[config.mk]
export PLATFORM = sky130hd
export DESIGN_NAME = decade_ring_counter
export DESIGN_NICKNAME = d
export VERILOG_FILES = /design/src/rtl/decade_ring_counter.sv
export SDC_FILE = /design/constraint.sdc
export NUM_CORES = 1
export LEC_CHECK = 0
export BUFFER_PORTS_ARGS = -buffer_cell sky130_fd_sc_hd__buf_4
export CAP_MARGIN = 20
export CORE_MARGIN = 4
export CORE_UTILIZATION = 30
export DETAILED_ROUTE_END_ITERATION = 10
export GPL_ROUTABILITY_DRIVEN = 0
export SYNTH_ARGS = -nofsm -noshare
export SYNTH_HDL_FRONTEND = slang
export SYNTH_SLANG_ARGS = --single-unit
[constraint.sdc]
create_clock -name clk -period 4.45 [get_ports clk]
set_input_delay 0.89 -clock clk [delete_from_list [all_inputs] [get_ports clk]]
set_output_delay 0.89 -clock clk [all_outputs]
set_load 0.01 [all_outputs]
[src/rtl/decade_ring_counter.sv]
module decade_ring_counter #(
  parameter int STAGES     = 5,
  parameter int SYNC_DEPTH = 2,
  localparam int STATES    = 2 * STAGES,
  localparam int MW        = $clog2(STATES + 1)
) (
  input  logic              clk,
  input  logic              arst,
  input  logic              cnt_rise,
  input  logic              cnt_hold,
  input  logic [MW-1:0]     modulus,
  output logic [STATES-1:0] dec_out,
  output logic              carry_out
);

  logic [SYNC_DEPTH-1:0] rise_pipe, hold_pipe;
  logic                  rise_last, hold_last;
  logic                  rise_now, hold_now;
  logic                  step;
  logic [STAGES-1:0]     ring, shifted, ring_nxt;
  logic [STATES-1:0]     hit;
  logic [MW-1:0]         next_idx;
  logic                  legal, mod_on;

  function automatic logic [STAGES-1:0] jcode(input int k);
    logic [STAGES-1:0] c;
    for (int i = 0; i < STAGES; i++)
      c[i] = (k <= STAGES) ? (i < k) : (i >= k - STAGES);
    return c;
  endfunction

  always_ff @(posedge clk or posedge arst) begin
    if (arst) begin
      rise_pipe <= '0;
      hold_pipe <= '0;
      rise_last <= 1'b0;
      hold_last <= 1'b0;
    end else begin
      rise_pipe <= {rise_pipe[SYNC_DEPTH-2:0], cnt_rise};
      hold_pipe <= {hold_pipe[SYNC_DEPTH-2:0], cnt_hold};
      rise_last <= rise_now;
      hold_last <= hold_now;
    end
  end

  assign rise_now = rise_pipe[SYNC_DEPTH-1];
  assign hold_now = hold_pipe[SYNC_DEPTH-1];
  assign step = (rise_now & ~rise_last & ~hold_now) |
                (hold_last & ~hold_now & rise_now);

  genvar g;
  generate
    for (g = 0; g < STATES; g++) begin : g_dec
      assign hit[g] = (ring == jcode(g));
    end
  endgenerate

  assign legal   = |hit;
  assign shifted = {ring[STAGES-2:0], ~ring[STAGES-1]};
  assign mod_on  = (modulus >= MW'(2)) && (modulus < MW'(STATES));

  always_comb begin
    next_idx = '0;
    for (int k = 0; k < STATES; k++)
      if (shifted == jcode(k)) next_idx = MW'(k);
  end

  always_comb begin
    ring_nxt = shifted;
    if (!legal) ring_nxt = '0;
    else if (mod_on && next_idx >= modulus) ring_nxt = '0;
  end

  always_ff @(posedge clk or posedge arst) begin
    if (arst) ring <= '0;
    else if (step) ring <= ring_nxt;
  end

  assign dec_out   = hit;
  assign carry_out = ~ring[STAGES-1];

endmodule

==> flow_summary_export.csv <==
group,metric,value,unit
timing,final_hold_viol_count,0,
detailed_routing,routed_wl,1490,um
run_status,outcome,"finished clean",
clock_network,postCtsHoldBufs,0,
timing,final_period_minus_worst_setup_slack,2.56,ns
synthesis,synth_top_cells_by_area,"dfrtp_1, ha_1, a32o_1, inv_1, nand2_1",
clock_network,max-clock-path-buffers,2,
power,power.net_switching,0.000205,W
worst_hold_path,hold_depth,0,
critical_path,cp.required,3.56,ns
synthesis,instance_count_of_the_mapped_netlist,73,
clock_network,cts_tree,"yes",
clock_network,cts_max_level,1,
power,vdd.ir_drop.worst,0.284,mV
floorplanning,ios,19,
finish,final_cell_mix,"buf_4, dfrtp_1, nor2_1, nand2_1, inv_1",
synthesis,synth_area_per_cell,9.48,um2
synthesis,postSynth.topFlopCell,"dfrtp_1",
timing,fin_worst_setup_slack,1.89,ns
synthesis,mappedNetlistArea,692,um2
detailed_routing,first_iter_violations,6,
finish,ff_latch_area,275,um2
timing,fin_worst_skew,0.00578,ns
finish,final_common_cell,"buf_4",
critical_path,reg2reg_setup_slack,2.15,ns
synthesis,post-synth-top-area-fraction,0.398,
finish,multi_input_area,363,um2
finish,antenna-diode-count,0,
floorplanning,num_rows,17,
power,internal_portion_of_total_power,0.000273,W
detailed_routing,drtAntennaViolNets,0,
floorplanning,start_util,0.313,
floorplanning,die_y,56.0,um
detailed_routing,detail_route.drc_violations,0,
finish,fin_util,0.387,
place,place_worst_setup_slack,2.18,ns
power,powerDensity,558,nW/um2
power,power.combinational.fraction,0.471,
detailed_routing,avgRoutedWirePerCell,12.6,um
detailed_routing,dr_total_vias,586,
detailed_routing,firstDrtPassIters,4,
timing,maxSlewViolCount,0,
power,power.clock.fraction,0.133,
critical_path,timing.critical_path.arrival,1.67,ns
synthesis,ys_seq_area_frac,0.398,
clock_network,clock-root-buffer,"clkbuf_4",
detailed_routing,avgViaCountPerCell,4.97,
clock_network,cts_inserted_buffers,3,
clock_network,clock_sinks,11,
critical_path,rr_worst_depth,9,
timing,slew_headroom,0.722,
power,report.power.total,0.000478,W
critical_path,crit_type,"register to primary output",
timing,maxClockFrequency,390,MHz
floorplanning,die_w,56.0,um
timing,setup-violations-final,0,
grt,grt_pass1_vias,575,
power,power.static_leakage,0.402,nW
floorplanning,floorplan.core_area,2210,um2
synthesis,netlist.top_cell.by_area,"dfrtp_1",
run,cap_viol_max_count,0,
place,post-dp-hpwl,1110,um
finish,fin_nets,103,
worst_hold_path,hp-start,"rise_pipe[0]$_DFF_PP0_",
grt,antenna_found_initial,0,
grt,wire_length_of_the_first_global_routing_pass,2370,um
finish,area_delta_synth_final,23.9,%
timing,setup-tns-final,0,ns
clock_network,clkSlewWorstSetupHoldPaths,0.07,ns
finish,layout-drive-gt1-share,0.267,
worst_hold_path,holdPathEnd,"rise_pipe[1]$_DFF_PP0_",
grt,grt_overflow_total,0,
timing,finalCritPeriodShare,0.576,
synthesis,synth_edf_count,0,
grt,grt_start_max_net_pins,16,
critical_path,path_max_fanout,11,
floorplanning,fp.dieArea,3140,um2
synthesis,ys_warn_count,0,
critical_path,crit_path_start_kind,"register",
clock_network,postCtsResizedCells,0,
finish,final.fill_count,235,
worst_hold_path,timing.hold.worst.class,"register to register",
timing,max_slew.worst_pin.slew,0.417,ns
power,share_seq_of_total_power,0.395,
critical_path,crit_path_end_kind,"primary output",
timing,hold_slack,0.341,ns
place,io_buffer_count,18,
critical_path,reg2reg_from,"ring[0]$_DFFE_PP0P_",
synthesis,yosys.cell_types.count,35,
synthesis,ys_seq_elements,11,
critical_path,reg2reg_to,"ring[2]$_DFFE_PP0P_",
clock_network,clock_insertion_delay_worst_skew,0.26,ns
grt,grtUsageTotal,0.0961,
clock_network,post-cts-setup-buffer-count,0,
timing,grt_setup_unrepaired,"no",
synthesis,postSynth.asyncResetShare,1.00,
power,netSwitchingFraction,0.430,
synthesis,postSynthNetCount,85,
[synthesized netlist by cell type, drive strengths merged (2+ instances only)]
master	count
a21oi	3
a32o	4
buf	3
clkbuf	2
dfrtp	11
ha	4
inv	6
nand2	5
nand2b	2
nor2	5
nor2b	2
nor3	3
nor3b	2
o211ai	2
o31ai	2
or2b	2
[layout make-up]
type | instances | area share
clock buffer | 4 | 0.0307
timing repair buffer | 18 | 0.158
multi-input combinational | 51 | 0.423
tap | 28 | 0.0409
inverter | 6 | 0.0263
sequential | 11 | 0.321
[worst max-delay path, stage by stage (launching register included)]
cell and delay [ns]:
dfrtp_1 0.57, nand2b_1 0.21, nor3b_1 0.32, nor2b_1 0.18, buf_4 0.13
[kinds of logic after synthesis]
kind of cell | share of synthesized area
AOI/OAI and AO/OA | 0.203
xor gates and xnor gates | 0.0253
adders and majority gates | 0.0723
buffers and inverters | 0.0778
DFF | 0.398
muxes | 0.0145
and+or+nand+nor | 0.210
[flip-flops by register name (all words and copies together) (netlist names)]
| name | flops |
|---|---|
| hold_last | 1 |
| hold_pipe | 2 |
| ring | 5 |
| rise_last | 1 |
| rise_pipe | 2 |
[through the flow]
stage	cell area, um2	cells
after floorplan	692	73
after global placement	831	114
after detailed placement	831	114
after CTS	857	118
after global routing	857	118
final	857	118
[power by group through the flow]
| stage | clock, W | sequential [W] | combinational [W] |
|---|---|---|---|
| finish | 0.0000637 | 0.000189 | 0.000225 |
| global route | 0.0000720 | 0.000195 | 0.000252 |
| CTS | 0.0000682 | 0.000187 | 0.000230 |
| detailed placement | 0 | 0.000189 | 0.000228 |
| global placement | 0 | 0.000187 | 0.000219 |
| floorplan | 0 | 0.000138 | 0.000214 |
[layer usage]
metal / track usage / routed length, um
met3: 0.0418 / 105
met4: 0.0407 / 14
met2: 0.174 / 781
met1: 0.0942 / 591
met5: 0 / 0
[how the worst max path moves through the flow]
| stage | startpoint | endpoint | cells past startpoint |
|---|---|---|---|
| final | ring[4]$_DFFE_PP0P_ | dec_out[8] | 4 |
| after global routing | ring[4]$_DFFE_PP0P_ | dec_out[8] | 4 |
| after CTS | ring[4]$_DFFE_PP0P_ | dec_out[8] | 4 |
| after detailed placement | ring[0]$_DFFE_PP0P_ | ring[2]$_DFFE_PP0P_ | 9 |
| after global placement | ring[0]$_DFFE_PP0P_ | dec_out[8] | 4 |
| after floorplan | ring[4]$_DFFE_PP0P_ | ring[2]$_DFFE_PP0P_ | 10 |
Note: power is estimated with default switching activity, not from simulation.
